==> src/rtl/selfref_pkg.sv <==
`timescale 1ns/1ps
package selfref_pkg;

  typedef enum logic [2:0] {
    PH_IDLE        = 3'd0,
    PH_PRECHARGE   = 3'd1,
    PH_ENTER       = 3'd2,
    PH_CLK_STOPPED = 3'd3,
    PH_CLK_RESTART = 3'd4,
    PH_EXIT_WAIT   = 3'd5
  } phase_e;

  typedef enum logic [1:0] {
    CMD_NOP       = 2'd0,
    CMD_CLOSE_ALL = 2'd1,
    CMD_SR_ENTER  = 2'd2,
    CMD_ZQ_SHORT  = 2'd3
  } cmd_e;

  function automatic int unsigned max_of(input int unsigned a, input int unsigned b);
    return (a > b) ? a : b;
  endfunction

  // Counter width able to hold v, never below 10 bits.
  function automatic int unsigned width_for(input int unsigned v);
    int unsigned w;
    w = $clog2(v + 1);
    return (w < 10) ? 10 : w;
  endfunction

  // Cycles left until ready, given the phase and the phase timer.
  function automatic int unsigned remaining(input phase_e ph, input int unsigned tmr,
                                            input int unsigned t_xs);
    case (ph)
      PH_CLK_RESTART: return tmr + 1 + t_xs;
      PH_EXIT_WAIT:   return tmr + 1;
      default:        return 0;
    endcase
  endfunction

endpackage

==> src/rtl/selfref_timer.sv <==
`timescale 1ns/1ps
module selfref_timer #(
  parameter int unsigned W = 10
) (
  input  logic         clk,
  input  logic         rst_n,
  input  logic         load,
  input  logic [W-1:0] load_val,
  output logic [W-1:0] cnt,
  output logic         zero
);

  assign zero = (cnt == '0);

  always_ff @(posedge clk or negedge rst_n) begin
    if (!rst_n)     cnt <= '0;
    else if (load)  cnt <= load_val;
    else if (!zero) cnt <= cnt - 1'b1;
  end

  // Once loaded, the count moves by exactly one per cycle until it rests at zero.
  p_tmr_step_r7: assert property (@(posedge clk) disable iff (!rst_n)
    (!load && !zero) |=> (cnt + 1'b1 == $past(cnt)));

endmodule

==> src/rtl/selfref_ctrl.sv <==
`timescale 1ns/1ps
module selfref_ctrl
  import selfref_pkg::*;
#(
  parameter int unsigned T_RP    = 10,
  parameter int unsigned T_CKESR = 4,
  parameter int unsigned T_CKSRX = 8,
  parameter int unsigned T_XS    = 512,
  parameter int unsigned ZQ_SLOT = 1,
  parameter int unsigned TW      = 10
) (
  input  logic          clk,
  input  logic          rst_n,
  input  logic          sr_req,
  input  logic          wake_req,
  input  logic          clk_stop_allow,
  input  logic          zq_cal_en,
  input  logic          tmr_zero,
  input  logic [TW-1:0] tmr_val,
  output phase_e        ph,
  output logic          tmr_load,
  output logic [TW-1:0] tmr_load_val,
  output logic          cmd_valid,
  output cmd_e          cmd
);

  localparam logic [TW-1:0] L_RP    = TW'(T_RP - 1);
  localparam logic [TW-1:0] L_CKESR = TW'(T_CKESR - 1);
  localparam logic [TW-1:0] L_CKSRX = TW'(T_CKSRX - 1);
  localparam logic [TW-1:0] L_XS    = TW'(T_XS - 1);
  localparam logic [TW-1:0] ZQ_AT   = TW'(T_XS - ZQ_SLOT);

  phase_e ph_n;
  cmd_e   cmd_n;
  logic   cv_n;
  logic   pend, pend_n;

  // Named internal events
  logic hold_done, settle_done, exit_done, zq_slot;
  assign hold_done   = (ph == PH_ENTER)       && tmr_zero;
  assign settle_done = (ph == PH_CLK_RESTART) && tmr_zero;
  assign exit_done   = (ph == PH_EXIT_WAIT)   && tmr_zero;
  assign zq_slot     = (ph == PH_EXIT_WAIT)   && zq_cal_en && (tmr_val == ZQ_AT);

  always_comb begin
    ph_n         = ph;
    pend_n       = pend;
    tmr_load     = 1'b0;
    tmr_load_val = '0;
    cmd_n        = CMD_NOP;
    cv_n         = 1'b0;
    unique case (ph)
      PH_IDLE: begin
        pend_n = 1'b0;
        if (sr_req && !wake_req) begin
          ph_n         = PH_PRECHARGE;
          tmr_load     = 1'b1;
          tmr_load_val = L_RP;
          cv_n         = 1'b1;
          cmd_n        = CMD_CLOSE_ALL;
        end
      end
      PH_PRECHARGE: begin
        if (wake_req) begin
          ph_n = PH_IDLE;
        end else if (tmr_zero) begin
          ph_n         = PH_ENTER;
          tmr_load     = 1'b1;
          tmr_load_val = L_CKESR;
          cv_n         = 1'b1;
          cmd_n        = CMD_SR_ENTER;
        end
      end
      PH_ENTER: begin
        if (wake_req) pend_n = 1'b1;
        if (hold_done) begin
          if (pend || wake_req) begin
            ph_n         = PH_EXIT_WAIT;
            tmr_load     = 1'b1;
            tmr_load_val = L_XS;
            pend_n       = 1'b0;
          end else if (clk_stop_allow) begin
            ph_n = PH_CLK_STOPPED;
          end
        end
      end
      PH_CLK_STOPPED: begin
        if (wake_req) begin
          ph_n         = PH_CLK_RESTART;
          tmr_load     = 1'b1;
          tmr_load_val = L_CKSRX;
        end
      end
      PH_CLK_RESTART: begin
        if (settle_done) begin
          ph_n         = PH_EXIT_WAIT;
          tmr_load     = 1'b1;
          tmr_load_val = L_XS;
        end
      end
      PH_EXIT_WAIT: begin
        if (zq_slot) begin
          cv_n  = 1'b1;
          cmd_n = CMD_ZQ_SHORT;
        end
        if (exit_done) ph_n = PH_IDLE;
      end
      default: ph_n = PH_IDLE;
    endcase
  end

  always_ff @(posedge clk or negedge rst_n) begin
    if (!rst_n) begin
      ph        <= PH_IDLE;
      pend      <= 1'b0;
      cmd_valid <= 1'b0;
      cmd       <= CMD_NOP;
    end else begin
      ph        <= ph_n;
      pend      <= pend_n;
      cmd_valid <= cv_n;
      cmd       <= cmd_n;
    end
  end

  p_abort_r8: assert property (@(posedge clk) disable iff (!rst_n)
    (ph == PH_PRECHARGE && wake_req) |=> (ph == PH_IDLE && !cmd_valid));

  p_exit_only_zq_r12: assert property (@(posedge clk) disable iff (!rst_n)
    (ph == PH_EXIT_WAIT && cmd_valid) |-> (cmd == CMD_ZQ_SHORT));

  p_nop_when_invalid_r11: assert property (@(posedge clk) disable iff (!rst_n)
    !cmd_valid |-> (cmd == CMD_NOP));

  p_busy_ignores_req_r10: assert property (@(posedge clk) disable iff (!rst_n)
    (ph != PH_IDLE && sr_req) |=> !(cmd_valid && cmd == CMD_CLOSE_ALL));

endmodule

==> src/rtl/selfref_seq.sv <==
`timescale 1ns/1ps
module selfref_seq #(
  parameter  int unsigned T_RP    = 10,
  parameter  int unsigned T_CKESR = 4,
  parameter  int unsigned T_CKSRX = 8,
  parameter  int unsigned T_XS    = 512,
  parameter  int unsigned ZQ_SLOT = 1,
  localparam int unsigned LAT_W   = selfref_pkg::width_for(T_CKSRX + T_XS)
) (
  input  logic             clk,
  input  logic             rst_n,
  input  logic             sr_req,
  input  logic             wake_req,
  input  logic             clk_stop_allow,
  input  logic             zq_cal_en,
  output logic             cmd_valid,
  output logic [1:0]       cmd,
  output logic             cke,
  output logic             clk_gate,
  output logic             ready,
  output logic [LAT_W-1:0] lat_remain,
  output logic [2:0]       phase
);
  import selfref_pkg::*;

  localparam int unsigned TMAX = max_of(max_of(T_RP, T_CKESR), max_of(T_CKSRX, T_XS));
  localparam int unsigned TW   = width_for(TMAX);

  phase_e        ph;
  cmd_e          cmd_q;
  logic          tmr_load, tmr_zero;
  logic [TW-1:0] tmr_load_val, tmr_val;

  selfref_ctrl #(
    .T_RP(T_RP), .T_CKESR(T_CKESR), .T_CKSRX(T_CKSRX),
    .T_XS(T_XS), .ZQ_SLOT(ZQ_SLOT), .TW(TW)
  ) u_ctrl (
    .clk(clk), .rst_n(rst_n), .sr_req(sr_req), .wake_req(wake_req),
    .clk_stop_allow(clk_stop_allow), .zq_cal_en(zq_cal_en),
    .tmr_zero(tmr_zero), .tmr_val(tmr_val), .ph(ph),
    .tmr_load(tmr_load), .tmr_load_val(tmr_load_val),
    .cmd_valid(cmd_valid), .cmd(cmd_q)
  );

  selfref_timer #(.W(TW)) u_tmr (
    .clk(clk), .rst_n(rst_n), .load(tmr_load), .load_val(tmr_load_val),
    .cnt(tmr_val), .zero(tmr_zero)
  );

  assign cmd        = cmd_q;
  assign phase      = ph;
  assign cke        = !(ph inside {PH_ENTER, PH_CLK_STOPPED, PH_CLK_RESTART});
  assign clk_gate   = (ph == PH_CLK_STOPPED);
  assign ready      = (ph == PH_IDLE);
  assign lat_remain = LAT_W'(remaining(ph, 32'(tmr_val), T_XS));

  // Checker state: cycles cke has been low, saturating.
  logic [TW-1:0] cke_low_cnt;
  always_ff @(posedge clk or negedge rst_n) begin
    if (!rst_n)                 cke_low_cnt <= '0;
    else if (cke)               cke_low_cnt <= '0;
    else if (cke_low_cnt != '1) cke_low_cnt <= cke_low_cnt + 1'b1;
  end

  p_entry_with_cke_fall_r3: assert property (@(posedge clk) disable iff (!rst_n)
    (cmd_valid && cmd == 2'd2) |-> (!cke && $past(cke)));

  p_gate_needs_cke_low_r4: assert property (@(posedge clk) disable iff (!rst_n)
    clk_gate |-> !cke);

  p_gate_after_hold_r4: assert property (@(posedge clk) disable iff (!rst_n)
    $rose(clk_gate) |-> (cke_low_cnt >= TW'(T_CKESR)));

  p_restart_settle_r5: assert property (@(posedge clk) disable iff (!rst_n)
    $fell(clk_gate) |-> (!cke && lat_remain == LAT_W'(T_CKSRX + T_XS)));

  p_ready_no_latency_r7: assert property (@(posedge clk) disable iff (!rst_n)
    ready |-> (lat_remain == '0));

  p_latency_steps_r7: assert property (@(posedge clk) disable iff (!rst_n)
    (lat_remain != '0) |=> (lat_remain + 1'b1 == $past(lat_remain)));

  p_direct_exit_r9: assert property (@(posedge clk) disable iff (!rst_n)
    ($rose(cke) && $past(ph) == PH_ENTER) |-> (lat_remain == LAT_W'(T_XS)));

endmodule

==> config.mk <==
export PLATFORM = sky130hd
export DESIGN_NAME = selfref_seq
export DESIGN_NICKNAME = d
export VERILOG_FILES = /design/src/rtl/selfref_pkg.sv /design/src/rtl/selfref_timer.sv /design/src/rtl/selfref_ctrl.sv /design/src/rtl/selfref_seq.sv
export SDC_FILE = /design/constraint.sdc
export NUM_CORES = 1
export LEC_CHECK = 0
export ABC_AREA = 1
export CAP_MARGIN = 20
export CELL_PAD_IN_SITES_DETAIL_PLACEMENT = 1
export CELL_PAD_IN_SITES_GLOBAL_PLACEMENT = 1
export CORE_AREA = 2 2 62 64
export CTS_CLUSTER_DIAMETER = 60
export DETAILED_ROUTE_END_ITERATION = 10
export DIE_AREA = 0 0 64 66
export HOLD_SLACK_MARGIN = 0.05
export MAX_ROUTING_LAYER = met4
export PLACE_DENSITY_LB_ADDON = 0.1
export SYNTH_ARGS = -nofsm -noshare
export SYNTH_HDL_FRONTEND = slang
export SYNTH_SLANG_ARGS = --single-unit
==> constraint.sdc <==
create_clock -name clk -period 3.2 [get_ports clk]
set_input_delay 0.48 -clock clk [delete_from_list [all_inputs] [get_ports clk]]
set_output_delay 0.48 -clock clk [all_outputs]
set_load 0.01 [all_outputs]
; After elaboration in Yosys (flattened, before gate mapping)
; Cells that the tools add are included.
; W data, S select, Z words.
[totals]
register_bits = 17
latchBits = 0
mem_bits_rw = 0
rom_bits = 0
input_bits = 6
out_inout_bits = 19
elab_cells = 76
mem_count = 0
[classes]
add_sub_neg = 3
n_mul = 0
div = 0
order_cmp = 0
eq_ne = 14
shift = 0
muxes = 40
bitwise = 0
n_reduce_logical = 14
[op_table]
columns = operator, n
row1 = $pmux W10 S5, 1
row2 = $mux W10, 4
row3 = $mux W3, 10
row4 = $pmux W10 S2, 1
row5 = $mux W9, 2
row6 = $pmux W3 S6, 1
row7 = $mux W1, 12
row8 = $add A10 B1 Y10 const B, 1
row9 = $add A10 B10 Y10 const B, 1
row10 = $eq A10 B9 Y1 const B, 1
row11 = $logic_not A10 Y1, 1
row12 = $sub A10 B1 Y10 const B, 1
row13 = $mux W2, 4
row14 = $ne A2 B1 Y1 const B, 4
row15 = $reduce_and A7 Y1, 1
row16 = $eq A3 B2 Y1 const B, 2
row17 = $eq A3 B3 Y1 const B, 2
row18 = $logic_and A1 B1 Y1, 6
row19 = $ne A3 B2 Y1 const B, 2
row20 = $pmux W2 S3, 1
row21 = $pmux W1 S5, 1
row22 = $mux W4, 1
row23 = $ne A2 B2 Y1 const B, 2
row24 = $eq A3 B1 Y1 const B, 1
row25 = other kinds (7), 8

; Longest topological paths before layout
[depth]
word_depth = 5
ltp_mapped = 11
mapped_depth_nobuf = 11

; Cells and area by module
; A second synthesis with hierarchy kept.
[hier_totals]
hier_cells = 243
area_unflattened_um2 = 1535.2
[by_module_without_submodules]
columns = module, n_inst, cells_per_inst, area_each_um2, seq_area_each_um2
row1 = selfref_timer, 1, 102, 669.4, 250.2
row2 = selfref_ctrl, 1, 87, 595.6, 175.2
row3 = selfref_seq, 1, 54, 270.3, 0.0

; Worst setup path after synthesis
; OpenSTA, ideal clock, no wires.
[synth_path]
kind = reg2out
startpoint = register u_tmr.cnt[0]
endpoint = output port lat_remain[8]
arrival_ns = 1.328
t_required_ns = 2.720
slack_ns = 1.392
path_stages_with_launch = 8
n_path_buf = 0
cell_sequence = dfrtp_1 ha_1 nand2_1 nor2_1 nand2_1 nor2_1 a21oi_1 nor3_1
[synth_between]
elab_chain_cells = 3
[synth_lines]
columns = item, line
row1 = "start, declared", selfref_timer.sv:9  ; output logic [W-1:0] cnt,
row2 = "start signal, assigned", selfref_timer.sv:17  ; else if (load) cnt <= load_val;
row3 = "start signal, assigned", selfref_timer.sv:18  ; else if (!zero) cnt <= cnt - 1'b1;
row4 = $add A10 B1 Y10 (*), "selfref_pkg.sv:35, selfref_pkg.sv:36"
row5 = $add A10 B10 Y10, selfref_pkg.sv:35  ; PH_CLK_RESTART: return tmr + 1 + t_xs;
row6 = $pmux W10 S2 (*), selfref_pkg.sv:34  ; case (ph)
row7 = "end, declared", selfref_seq.sv:21  ; output logic [LAT_W-1:0] lat_remain,
; Every way passes the cells marked *; elsewhere a longest branch is shown, timed or not.

; Worst setup path in the final report
; Same ends and word-level chain as after synthesis.

==> results.json <==
{
  "cts_sinks": 17,
  "worstPathRequired_ps": 2720,
  "synth.ff_latch_count": 17,
  "dr.max_layer_used": "met4",
  "grt_pass1_wl_um": 6650,
  "cap_violations": 0,
  "gp_congestion": 0.887,
  "cts_made_buffers": 3,
  "finalCritPeriodShare_pct": 86.5,
  "critPathKind": "reg2out",
  "syn_area_per_cell_um2": 7.10,
  "synth_top_area_share_pct": 31.5,
  "antenna_found_initial": 0,
  "area.growth.synth_to_final_pct": 23.0,
  "dr.pass1.iters": 4,
  "synth.area.top_cells": "dfrtp_1, nand2_1, nor2_1, xor2_1, inv_1",
  "pre_cts_ws_ps": 750,
  "cts_setup_buffers": 0,
  "cts_resized": 0,
  "syn_inst": 190,
  "final_cell_mix": "nand2_1, nor2_1, clkdlybuf4s50_1, inv_1, dfrtp_1",
  "vias_per_cell": 5.03,
  "die_h_um": 66,
  "routed_wl_um": 3980,
  "cp_cell_sequence": "ha_1 > nand2_1 > nor2_1 > nand2_1 > nor2_1 > a21oi_1 > nor3_1 > clkdlybuf4s50_1",
  "wl_per_cell_um": 15.1,
  "outcome": "complete, no violations",
  "wl_met2_um": 1890,
  "fin_tns_setup_ps": 0,
  "fin_ws_ps": 433,
  "cpMaxStageDelayCell": "clkdlybuf4s50_1",
  "clk_pin_slew_ps": 110,
  "holdCritPathClass": "reg2reg",
  "drive_gt1_share_pct": 16.3,
  "critical_path_arrival_ps": 2290,
  "ioPinCount": 25,
  "ys_types": 29,
  "yosysWarnings": 0,
  "die_w_um": 64,
  "final_common_cell": "nand2_1",
  "die_area_mm2": 0.00422,
  "grt_setup_unrepaired": "false",
  "htreeDepth": 1,
  "worst_slew_pin_slew_ps": 799,
  "cpPeakStageDelay_ps": 560,
  "p_leak_nw": 0.793,
  "drc": 0,
  "powerDensity_mw_per_mm2": 927,
  "dr_total_vias": 1323,
  "num_antenna_cells": 0,
  "final_net_count": 225,
  "synth.net_count": 199,
  "cp-startpoint": "u_tmr.cnt[0]",
  "cts_hold_buf": 0,
  "critPathLaunchType": "register",
  "cts_tree": "done",
  "clock-skew-final_ps": 12.1,
  "first_global_vias": 1376,
  "finalHoldViolations": 0,
  "rows": 22,
  "endpoint_kind": "output port",
  "nFillCells": 461,
  "cp_max_fo": 6,
  "synth_top_area_cell": "dfrtp_1",
  "slew_headroom_pct": 46.6,
  "design.core.area_mm2": 0.00355,
  "hpwl_um": 3250,
  "ant_nets": 0,
  "ir_drop_mv": 0.375,
  "r2r_start": "u_tmr.cnt[0]",
  "final_max_slew_viol_count": 0,
  "drtIter0Drc": 34,
  "gr-total-overflow": 0,
  "insertion_delay_ps": 310,
  "cts_buffer_depth": 2,
  "wl_met3_um": 81,
  "m1WireLength_um": 1960,
  "numPortBuffers": 24,
  "synth.cell_area_mm2": 0.00135,
  "min_period_ps": 2770,
  "ctsRootBufferMaster": "clkbuf_4",
  "setup_viol": 0,
  "worstHoldStart": "u_tmr.cnt[1]",
  "seq_area_frac_synth_pct": 31.5,
  "fmax_mhz": 361,
  "grt_usage_pct": 21.4,
  "grt_max_degree": 18,
  "start_util_pct": 38.0
}
[worst max-delay path, delay by kind of cell (launching register included)]
family / cells / cell delay [ps]
fa+ha+maj: 1 / 210
simple gates: 5 / 670
flops: 1 / 460
compound gates: 1 / 90
buf+inv: 1 / 560
[synthesized netlist by cell type (all sizes together)]
cell type  count
nor4           1
nand3         14
a21oi          9
buf            3
o21ai          7
dfrtp         17
nor3           8
nand2         49
inv           26
a211oi         1
nand4          3
xor2           8
a31oi          4
ha             3
nor2          35
o22ai          1
o211ai         1
[power breakdown]
part	switching, mW	total [mW]	internal [mW]
Combinational	0.585	0.974	0.389
Clock	0.0832	0.130	0.0468
Sequential	0.135	0.433	0.299
[state kept, by name (all words and copies together), names as in the netlist]
signal and count:
u_ctrl.cmd_valid 1, u_ctrl.pend 1, u_tmr.cnt 10, u_ctrl.cmd 2, u_ctrl.ph 3
[cells by family (layout without fill, tap and decap cells)]
logic type | after synthesis | in the layout | synth area share, %
flops | 17 | 17 | 31.5
buf+inv | 29 | 54 | 8.53
compound gates | 23 | 23 | 9.65
fa+ha+maj | 3 | 3 | 2.78
simple gates | 110 | 110 | 42.3
xor+xnor | 8 | 8 | 5.20
[area by class of cell]
class,count,area [um2],area share (%)
Timing Repair Buffer,24,240,14.5
Sequential cell,17,425,25.6
Clock buffer,3,22.5,1.36
Inverter,26,97.6,5.88
Clock inverter,1,5.00,0.302
Tap cell,48,60.1,3.62
Multi-Input combinational cell,144,808,48.7
[path summary, 6_finish.rpt]
kind	slack (ps)	depth (start not counted)	end
max	430	8	lat_remain[8]
min	560	2	u_tmr.cnt[1]
max reg2reg	1320	11	u_tmr.cnt[7]
min reg2reg	560	2	u_tmr.cnt[1]
max in group asynchronous	2080	1	u_tmr.cnt[0]
min in group asynchronous	610	1	u_tmr.cnt[8]
[layer usage]
| layer | track usage [%] | vias up |
|---|---|---|
| li1 | - | 660 |
| met1 | 28.2 | 643 |
| met2 | 34.9 | 15 |
| met3 | 2.39 | 5 |
| met4 | 5.71 | 0 |
| met5 | - | - |
[metrics by stage]
stage | hold WS (ps) | power, mW | util (%) | instances | cell area (um2)
global placement | 547 | 1.38 | 45.9 | 259 | 1630
detailed placement | 543 | 1.42 | 45.9 | 259 | 1630
CTS | 568 | 1.55 | 46.7 | 263 | 1660
floorplan | 184 | 1.08 | - | 190 | 1350
finish | 562 | 1.54 | 46.7 | 263 | 1660
global route | 601 | 1.69 | 46.7 | 263 | 1660
Note: power is estimated with default switching activity, not from simulation.
